`config.mk`:
```
export PLATFORM = sky130hd
export DESIGN_NAME = spi_slave_port
export DESIGN_NICKNAME = d
export VERILOG_FILES = /design/src/rtl/spi_slave_pkg.sv /design/src/rtl/spi_in_sync.sv /design/src/rtl/spi_edge_gen.sv /design/src/rtl/spi_byte_engine.sv /design/src/rtl/spi_err_flags.sv /design/src/rtl/spi_slave_port.sv
export SDC_FILE = /design/constraint.sdc
export NUM_CORES = 1
export LEC_CHECK = 0
export BUFFER_PORTS_ARGS = -buffer_cell sky130_fd_sc_hd__buf_2
export CAP_MARGIN = 0
export CORE_AREA = 2 2 68 77
export CTS_CLUSTER_DIAMETER = 100
export DETAILED_ROUTE_END_ITERATION = 16
export DIE_AREA = 0 0 70 79
export SYNTH_ARGS = -nofsm -noshare
export SYNTH_HDL_FRONTEND = slang
export SYNTH_HIERARCHICAL = 1
export SYNTH_SLANG_ARGS = --single-unit
```
`constraint.sdc`:
```
create_clock -name clk_i -period 3.81 [get_ports clk_i]
set_input_delay 0.5715 -clock clk_i [delete_from_list [all_inputs] [get_ports clk_i]]
set_output_delay 0.5715 -clock clk_i [all_outputs]
set_load 0.01 [all_outputs]
```
`src/rtl/spi_slave_pkg.sv`:
```
package spi_slave_pkg;
  typedef struct packed {
    logic smp;      // sample MOSI
    logic shf;      // advance MISO
    logic sel_fall; // chip select just asserted
  } spi_evt_t;
endpackage

```
`src/rtl/spi_in_sync.sv`:
```
module spi_in_sync #(
  parameter int unsigned W = 1,
  parameter int unsigned STAGES = 2,
  parameter logic [W-1:0] RST_VAL = '0
) (
  input  logic         clk_i,
  input  logic         rst_ni,
  input  logic [W-1:0] d_i,
  output logic [W-1:0] q_o
);
  logic [W-1:0] chain [STAGES];

  for (genvar s = 0; s < STAGES; s++) begin : g_stage
    always_ff @(posedge clk_i or negedge rst_ni) begin
      if (!rst_ni) chain[s] <= RST_VAL;
      else if (s == 0) chain[s] <= d_i;
      else chain[s] <= chain[(s == 0) ? 0 : s - 1];
    end
  end

  assign q_o = chain[STAGES-1];
endmodule

```
`src/rtl/spi_edge_gen.sv`:
```
module spi_edge_gen
  import spi_slave_pkg::*;
(
  input  logic     clk_i,
  input  logic     rst_ni,
  input  logic     sck_s_i,
  input  logic     csn_s_i,
  input  logic     cpol_i,
  input  logic     cpha_i,
  output spi_evt_t evt_o
);
  logic sck_d, csn_d;
  logic toggled, lead, trail, sel;

  always_ff @(posedge clk_i or negedge rst_ni) begin
    if (!rst_ni) begin
      sck_d <= 1'b0;
      csn_d <= 1'b1;
    end else begin
      sck_d <= sck_s_i;
      csn_d <= csn_s_i;
    end
  end

  always_comb begin
    sel     = !csn_s_i;
    toggled = sck_s_i != sck_d;
    lead    = toggled && (sck_s_i != cpol_i);
    trail   = toggled && (sck_s_i == cpol_i);
    evt_o.smp      = sel && (cpha_i ? trail : lead);
    evt_o.shf      = sel && (cpha_i ? lead : trail);
    evt_o.sel_fall = csn_d && !csn_s_i;
  end
endmodule

```
`src/rtl/spi_byte_engine.sv`:
```
module spi_byte_engine
  import spi_slave_pkg::*;
#(
  parameter int unsigned DW = 8
) (
  input  logic          clk_i,
  input  logic          rst_ni,
  input  spi_evt_t      evt_i,
  input  logic          csn_s_i,
  input  logic          mosi_s_i,
  input  logic          cpha_i,
  input  logic          lsb_first_i,
  input  logic          tx_en_i,
  input  logic          rx_en_i,
  input  logic [DW-1:0] tx_data_i,
  input  logic          tx_valid_i,
  input  logic          rx_space_i,
  output logic          miso_o,
  output logic          tx_pop_o,
  output logic [DW-1:0] rx_data_o,
  output logic          rx_push_o,
  output logic          ufl_set_o,
  output logic          ofl_set_o
);
  localparam int unsigned CW = (DW > 1) ? $clog2(DW) : 1;
  localparam logic [CW-1:0] LAST_BIT = CW'(DW - 1);

  logic [CW-1:0] bit_cnt;
  logic          open_q;     // first edge of current byte seen
  logic          pre_real_q; // previewed byte holds FIFO data
  logic [DW-1:0] tx_sr, rx_sr, rx_q;
  logic          push_q;

  logic          load_real, do_load, commit, commit_real, last, push_ok;
  logic [DW-1:0] load_val, rx_next, tx_shifted;

  always_comb begin
    load_real   = tx_en_i && tx_valid_i;
    load_val    = load_real ? tx_data_i : '1;
    // phase 0 previews the byte before its first edge; phase 1 loads on it
    do_load     = (evt_i.sel_fall && !cpha_i) || (evt_i.shf && !open_q);
    commit      = !open_q && (cpha_i ? evt_i.shf : evt_i.smp);
    commit_real = cpha_i ? load_real : (pre_real_q && load_real);
    tx_pop_o    = commit && commit_real;
    ufl_set_o   = commit && tx_en_i && !commit_real;
    last        = evt_i.smp && (bit_cnt == LAST_BIT);
    rx_next     = lsb_first_i ? {mosi_s_i, rx_sr[DW-1:1]} : {rx_sr[DW-2:0], mosi_s_i};
    push_ok     = last && rx_en_i && rx_space_i;
    ofl_set_o   = last && rx_en_i && !rx_space_i;
    tx_shifted  = lsb_first_i ? {1'b1, tx_sr[DW-1:1]} : {tx_sr[DW-2:0], 1'b1};
    miso_o      = lsb_first_i ? tx_sr[0] : tx_sr[DW-1];
  end

  always_ff @(posedge clk_i or negedge rst_ni) begin
    if (!rst_ni) begin
      bit_cnt    <= '0;
      open_q     <= 1'b0;
      pre_real_q <= 1'b0;
      tx_sr      <= '1;
      rx_sr      <= '0;
      rx_q       <= '0;
      push_q     <= 1'b0;
    end else begin
      push_q <= push_ok;
      if (push_ok) rx_q <= rx_next;
      if (csn_s_i) begin
        bit_cnt <= '0;
        open_q  <= 1'b0;
      end else begin
        if (evt_i.smp) begin
          rx_sr   <= rx_next;
          bit_cnt <= last ? '0 : bit_cnt + 1'b1;
        end
        if (last) open_q <= 1'b0;
        else if (commit) open_q <= 1'b1;
        if (do_load) begin
          tx_sr      <= load_val;
          pre_real_q <= load_real;
        end else if (evt_i.shf && open_q) begin
          tx_sr <= tx_shifted;
        end
      end
    end
  end

  assign rx_data_o = rx_q;
  assign rx_push_o = push_q;
endmodule

```
`src/rtl/spi_err_flags.sv`:
```
module spi_err_flags #(
  parameter int unsigned N = 2
) (
  input  logic         clk_i,
  input  logic         rst_ni,
  input  logic [N-1:0] set_i,
  input  logic [N-1:0] clr_i,
  output logic [N-1:0] flag_o
);
  for (genvar i = 0; i < N; i++) begin : g_flag
    always_ff @(posedge clk_i or negedge rst_ni) begin
      if (!rst_ni) flag_o[i] <= 1'b0;
      else if (set_i[i]) flag_o[i] <= 1'b1; // set beats clear
      else if (clr_i[i]) flag_o[i] <= 1'b0;
    end
  end
endmodule

```
`src/rtl/spi_slave_port.sv`:
```
module spi_slave_port
  import spi_slave_pkg::*;
#(
  parameter int unsigned DW = 8,
  parameter int unsigned SYNC_STAGES = 2
) (
  input  logic          clk_i,
  input  logic          rst_ni,
  input  logic          cpol_i,
  input  logic          cpha_i,
  input  logic          lsb_first_i,
  input  logic          tx_en_i,
  input  logic          rx_en_i,
  input  logic          sck_i,
  input  logic          csn_i,
  input  logic          mosi_i,
  output logic          miso_o,
  output logic          miso_oe_o,
  input  logic [DW-1:0] tx_data_i,
  input  logic          tx_valid_i,
  output logic          tx_pop_o,
  output logic [DW-1:0] rx_data_o,
  output logic          rx_push_o,
  input  logic          rx_space_i,
  output logic          underflow_o,
  output logic          overflow_o,
  input  logic          clr_underflow_i,
  input  logic          clr_overflow_i
);
  localparam int unsigned NSYNC = 3;
  localparam int unsigned NFLAG = 2;

  logic [NSYNC-1:0] pins_s;
  logic             sck_s, csn_s, mosi_s;
  spi_evt_t         evt;
  logic             ufl_set, ofl_set;
  logic [NFLAG-1:0] flags;

  // bit order {csn, sck, mosi}; chip select resets deasserted
  spi_in_sync #(.W(NSYNC), .STAGES(SYNC_STAGES), .RST_VAL(3'b100)) u_sync (
    .clk_i, .rst_ni,
    .d_i ({csn_i, sck_i, mosi_i}),
    .q_o (pins_s)
  );
  assign {csn_s, sck_s, mosi_s} = pins_s;

  spi_edge_gen u_edge (
    .clk_i, .rst_ni,
    .sck_s_i (sck_s),
    .csn_s_i (csn_s),
    .cpol_i, .cpha_i,
    .evt_o   (evt)
  );

  spi_byte_engine #(.DW(DW)) u_eng (
    .clk_i, .rst_ni,
    .evt_i     (evt),
    .csn_s_i   (csn_s),
    .mosi_s_i  (mosi_s),
    .cpha_i, .lsb_first_i, .tx_en_i, .rx_en_i,
    .tx_data_i, .tx_valid_i, .rx_space_i,
    .miso_o, .tx_pop_o, .rx_data_o, .rx_push_o,
    .ufl_set_o (ufl_set),
    .ofl_set_o (ofl_set)
  );

  spi_err_flags #(.N(NFLAG)) u_err (
    .clk_i, .rst_ni,
    .set_i  ({ofl_set, ufl_set}),
    .clr_i  ({clr_overflow_i, clr_underflow_i}),
    .flag_o (flags)
  );

  assign {overflow_o, underflow_o} = flags;
  assign miso_oe_o = !csn_s;
endmodule

```
==> impl_metrics.json, run 1 <==
{
  "status": "completed",
  "syn_inst": 169,
  "ys.flop_type": "dfrtp_1",
  "netlist_top_cells_count": "dfrtp_1 (29), nand2_1 (26), o21ai_0 (17), mux2i_1 (12)",
  "cts-buffers-inserted": 5,
  "hp-class": "reg2reg",
  "portBuffers": 35,
  "clock_sinks": 40,
  "yosysTopAreaCell": "dfrtp_1",
  "slew_headroom_pct": 39.7,
  "worstPathArrival_ns": 2.14,
  "p_clk_share_pct": 29.7,
  "rsz0062_at_grt": "false",
  "p_per_area_nw_per_um2": 458,
  "path_cells": "or3b_1 -> mux2i_1 -> mux2i_1 -> nor3_1 -> buf_2",
  "yosysSeqAreaShare_pct": 54.7,
  "place_inst": 254,
  "hold_buffers": 0,
  "sw_frac_of_total_pct": 27.0,
  "wl_um": 3480,
  "rows": 27,
  "antenna_found_initial": 0,
  "layout.nets": 227,
  "grt_pass1_vias": 1427,
  "core_area_um2": 4800,
  "reg2reg_depth": 5,
  "groute.usage.overall_pct": 14.9,
  "clk_latency_ns": 0.29,
  "yosysUniqueCellTypes": 34,
  "ys_top_cells_by_area": "dfrtp_1 (39%), dfstp_2 (16%), mux2i_1 (6.5%), nand2_1 (5.3%), o21ai_0 (4.6%)",
  "ant_nets": 0,
  "cts_tree": "done",
  "fin_util_pct": 44.4,
  "p_int_w": 0.000712,
  "crit_type": "reg2out",
  "dieArea_um2": 5530,
  "avgSynthCellArea_um2": 11.0,
  "grt_start_max_net_pins": 41,
  "r2r_setup_slack_ns": 1.75,
  "p_sw_w": 0.000263,
  "die_w_um": 70,
  "reg2reg_to": "u_eng/tx_sr[4]",
  "die_h_um": 79,
  "ioPinCount": 36,
  "critPathCaptureType": "output pin",
  "antennaDiodeCount": 0,
  "h-tree-depth": 2,
  "num_vias": 1308,
  "cts-root-buf": "clkbuf_8",
  "start_util_pct": 38.7,
  "yosysMostFrequentCell": "dfrtp_1",
  "drtIter0Drc": 77,
  "min-delay-start": "u_sync/chain[4]",
  "cts.path.max_buffers": 2,
  "seqPwrFrac_pct": 55.0,
  "syn-num-nets": 193,
  "drc": 0,
  "timing.fmax_mhz": 369,
  "synthToLayoutAreaGrowth_pct": 14.8,
  "leakagePower_nw": 1.02,
  "grt_pass1_wl_um": 6630,
  "synth_top_area_share_pct": 39.1,
  "hold_path_depth": 0,
  "synth_seq_cells": 40,
  "grt_overflow": 0,
  "final_area_um2": 2130,
  "drv_slew": 0,
  "drive_gt1_share_pct": 31.4,
  "power.share.combinational_pct": 15.3,
  "finalCriticalPeriod_ns": 2.71,
  "cap_viol_max_count": 0,
  "dpl.hpwl_um": 2410,
  "ir_drop_mv": 0.204,
  "finalWorstSetupSlack_ns": 1.10,
  "post-cts-setup-buffers": 0,
  "setup_viol": 0,
  "path_common_cell": "mux2i_1",
  "critPathSlowestCell": "mux2i_1",
  "yosysWarnings": 6,
  "place_worst_setup_slack_ns": 1.14,
  "worstMarginPinSlew_ns": 0.904,
  "hold_viol": 0,
  "place_congestion": 0.722,
  "crit_family": "multiplexers",
  "cp.required_ns": 3.24,
  "avgViaCountPerCell": 4.99,
  "syn_area_um2": 1860,
  "post_cts_resized": 0,
  "routedWlPerCell_um": 13.3,
  "synth-edff-count": 0,
  "placed_area_um2": 2040,
  "hold_path_end": "u_sync/q_o[1]",
  "crit_path_start_kind": "flop",
  "ys_async_sr_fraction_pct": 100,
  "slowest_delay_ns": 0.49,
  "cp_num_buf_inv": 1,
  "clk_pin_slew_ns": 0.08,
  "period_share_pct": 71.1,
  "r2r_start": "u_sync/q_o[2]",
  "fin_skew_ns": 0.00524,
  "critPathMaxFanout": 13,
  "dr.pass1.iters": 3,
  "setup_tns_ns": 0,
  "finalNonFillerCells": 262
}
-- flip-flops by register name, summed over array words and instances (netlist names), 2 cells and up --
signal and cells:
u_eng/bit_cnt 3, u_err/flag_o 2, u_sync/q_o 3, u_eng/rx_sr 8
u_eng/rx_data_o 8, u_sync/chain 3, u_eng/tx_sr 8
-- power groups by stage --
stage                     logic [W]  registers (W)  clock network (W)
final                      0.000149       0.000537           0.000290
after global routing       0.000173       0.000546           0.000322
after CTS                  0.000152       0.000537           0.000305
after detailed placement   0.000150       0.000545                  0
after global placement     0.000147       0.000543                  0
after floorplan            0.000114       0.000530                  0
-- per-layer routing --
| layer | vias to the layer above | routed length (um) | share of wire (%) | GRT usage [%] |
|---|---|---|---|---|
| met5 | - | 0 | 0 | 0 |
| met4 | 0 | 44 | 1.3 | 4.04 |
| met3 | 5 | 179 | 5.1 | 4.82 |
| met2 | 25 | 1580 | 45 | 24.8 |
| met1 | 621 | 1680 | 48 | 18.7 |
| li1 | 657 | - | - | - |
-- worst max path at each step --
stage | startpoint | to | slack [ns] | cells after the start
6_report | u_sync/q_o[2] | tx_pop_o | 1.10 | 5
5_1_grt | u_sync/q_o[2] | tx_pop_o | 0.93 | 5
2_1_floorplan | cpol_i | tx_pop_o | 1.43 | 4
3_5_place_dp | cpha_i | tx_pop_o | 1.14 | 6
4_1_cts | u_sync/q_o[2] | tx_pop_o | 1.09 | 5
3_3_place_gp | cpha_i | tx_pop_o | 1.19 | 6
-- cell usage in the layout, fill, tap and decap left out --
cell | netlist | final
a21o_2 | 1 | 1
nor2b_1 | 6 | 6
mux2_2 | 1 | 1
nand3_1 | 1 | 1
a221oi_1 | 1 | 1
nor3b_1 | 1 | 1
a211oi_1 | 6 | 6
clkinv_2 | 0 | 2
xnor2_1 | 1 | 1
and2b_2 | 1 | 1
nor2b_4 | 1 | 1
o21bai_4 | 1 | 1
nand2_1 | 26 | 26
o21ai_0 | 17 | 17
clkbuf_8 | 0 | 6
a21oi_4 | 1 | 1
nand3b_1 | 1 | 1
a21o_1 | 2 | 2
a21oi_1 | 2 | 2
or3b_1 | 2 | 2
buf_2 | 2 | 35
nand2_2 | 1 | 1
o211ai_1 | 1 | 1
mux2i_1 | 12 | 12
nand4_2 | 1 | 1
dfrtp_1 | 29 | 29
buf_4 | 4 | 1
dfstp_2 | 11 | 11
ha_1 | 2 | 2
inv_1 | 6 | 6
nor3_2 | 1 | 1
o31ai_1 | 9 | 9
nor3_1 | 11 | 11
nor2_1 | 3 | 3
nand2b_1 | 1 | 1
-- cell type report --
cell class | instances | area, um^2
fillers | 477 | 2670
flip-flops and latches | 40 | 1010
multi-input cells | 114 | 744
repair buffers | 36 | 183
clock buffers | 6 | 82.6
well taps | 58 | 72.6
inverters | 6 | 22.5
clock inverters | 2 | 10.0
-- logic make-up after synthesis --
| family | Yosys count | synth area share, % |
|---|---|---|
| buf+inv | 15 | 5.19 |
| xor+xnor | 1 | 0.472 |
| simple gates | 57 | 16.0 |
| mux | 13 | 7.08 |
| fa+ha+maj | 2 | 1.35 |
| compound gates | 41 | 15.2 |
| flops | 40 | 54.7 |
-- per-stage QoR --
step                power, W  hold slack (ns)
floorplan           0.000644            0.276
global placement    0.000690            0.332
detailed placement  0.000695            0.339
CTS                 0.000994            0.348
global route         0.00104            0.362
finish              0.000976            0.347
Note: power is estimated with default switching activity, not from simulation.
==> inputs of run 2 (changes only) <==
==> constraint.sdc (replaced) <==
create_clock -name clk_i -period 2.3 [get_ports clk_i]
set_input_delay 0.345 -clock clk_i [delete_from_list [all_inputs] [get_ports clk_i]]
set_output_delay 0.345 -clock clk_i [all_outputs]
set_load 0.01 [all_outputs]
==> impl_metrics.json, run 2 (synthesis results as in run 1) <==
{
  "status": "completed",
  "reg2reg_depth": 6,
  "routedWlPerCell_um": 13.3,
  "p_int_w": 0.00127,
  "seq_area_um2": 1010,
  "place_inst": 258,
  "core_area_um2": 4800,
  "clk_pin_slew_ns": 0.07,
  "final_area_um2": 2170,
  "cap_viol_max_count": 0,
  "cp.required_ns": 1.96,
  "post-cts-setup-buffers": 0,
  "hold_viol": 0,
  "grt_pass1_vias": 1394,
  "p_clk_share_pct": 32.8,
  "clock_sinks": 40,
  "num_vias": 1309,
  "dpl.hpwl_um": 2590,
  "critPathCaptureType": "output pin",
  "grt_pass1_wl_um": 6310,
  "antenna_found_initial": 0,
  "whs_ns": 0.0266,
  "r2r_setup_slack_ns": 0.37,
  "sw_frac_of_total_pct": 25.6,
  "n_fill_cell": 462,
  "reg2reg_to": "u_eng/rx_data_o[2]",
  "r2r_start": "u_sync/q_o[2]",
  "leakagePower_nw": 1.04,
  "cts-root-buf": "clkbuf_8",
  "timing.fmax_mhz": 463,
  "h-tree-depth": 2,
  "crit_type": "reg2out",
  "hold_buffers": 0,
  "p_per_area_nw_per_um2": 783,
  "die_w_um": 70,
  "seqPwrFrac_pct": 52.3,
  "dieArea_um2": 5530,
  "fin_skew_ns": 0.00680,
  "finalNonFillerCells": 266,
  "setup_tns_ns": 0,
  "crit_path_start_kind": "flop",
  "dr.pass1.iters": 4,
  "ioPinCount": 36,
  "drive_gt1_share_pct": 32.2,
  "rows": 27,
  "antennaDiodeCount": 0,
  "groute.usage.overall_pct": 14.4,
  "avgViaCountPerCell": 4.92,
  "cts.path.max_buffers": 2,
  "wl_met2_um": 1720,
  "setup_viol": 0,
  "clk_latency_ns": 0.29,
  "place_congestion": 0.717,
  "synthToLayoutAreaGrowth_pct": 17.2,
  "die_h_um": 79,
  "start_util_pct": 38.7,
  "ir_drop_mv": 0.423,
  "period_share_pct": 93.9,
  "worstPathArrival_ns": 1.81,
  "power.share.combinational_pct": 14.9,
  "hp-class": "in2async",
  "met3_wirelength_um": 178,
  "finalCriticalPeriod_ns": 2.16,
  "layout_commonest_cell": "buf_2",
  "portBuffers": 35,
  "wl_um": 3540,
  "fin_util_pct": 45.3,
  "grt_overflow": 0,
  "slew_headroom_pct": 65.0,
  "cts-buffers-inserted": 5,
  "drv_slew": 0,
  "p_sw_w": 0.000436,
  "grt_start_max_net_pins": 25,
  "layout.nets": 231,
  "placed_area_um2": 2070,
  "worstMarginPinSlew_ns": 0.525,
  "drc": 0,
  "ant_nets": 0,
  "final_cell_mix": "buf_2 (35), dfrtp_1 (29), nand2_1 (26)",
  "m1WireLength_um": 1580,
  "multiInputGateArea_um2": 744,
  "rsz0062_at_grt": "false",
  "drtIter0Drc": 73,
  "top_layer": "met4",
  "cts_tree": "done",
  "post_cts_resized": 0,
  "critPathMaxFanout": 13
}
==> run 2: changes by cell type in the layout (fill, tap and decap cells not counted), sizes merged <==
cell and change:
buf +4, clkinv -1, bufinv +1
==> run 2: power groups by stage <==
stage | Sequential, W | Clock [W] | Combinational, W
4_1_cts | 0.000891 | 0.000584 | 0.000258
3_5_place_dp | 0.000902 | 0 | 0.000257
2_1_floorplan | 0.000878 | 0 | 0.000189
5_1_grt | 0.000905 | 0.000611 | 0.000289
3_3_place_gp | 0.000900 | 0 | 0.000252
6_report | 0.000890 | 0.000559 | 0.000254
==> run 2: worst max-delay path by stage <==
stage	from	end	cells after the start
6_report	u_sync/q_o[2]	tx_pop_o	5
5_1_grt	u_sync/q_o[2]	tx_pop_o	5
4_1_cts	u_sync/q_o[2]	tx_pop_o	5
3_5_place_dp	cpha_i	u_eng/rx_data_o[5]	7
3_3_place_gp	cpha_i	u_eng/rx_data_o[0]	7
2_1_floorplan	u_sync/q_o[2]	tx_pop_o	5
==> run 2: stage by stage <==
stage | worst slack (ns) | total power [W]
detailed placement | 0.349 | 0.00116
global route | 0.0428 | 0.00180
CTS | 0.124 | 0.00173
finish | 0.140 | 0.00170
floorplan | 0.175 | 0.00107
global placement | 0.416 | 0.00115
==> run 2: area by class of cell <==
cell class	instances	share of cell area, %
inverter	6	1.04
clock inverter	2	1.61
timing repair buffer	40	9.78
tap	58	3.34
sequential	40	46.7
multi-input combinational	114	34.2
clock buffer	6	3.34
==> run 2: routing by layer <==
layer	track usage, %	vias up
li1	-	668
met1	17.5	602
met4	7.50	0
met5	0	-
met2	23.7	32
met3	3.55	7
==> run 2: critical path: stages (launching register included) <==
cell and delay [ns]:
dfstp_2 0.43, or3b_1 0.41, mux2i_1 0.20, mux2i_1 0.15
nor3_1 0.17, buf_2 0.16
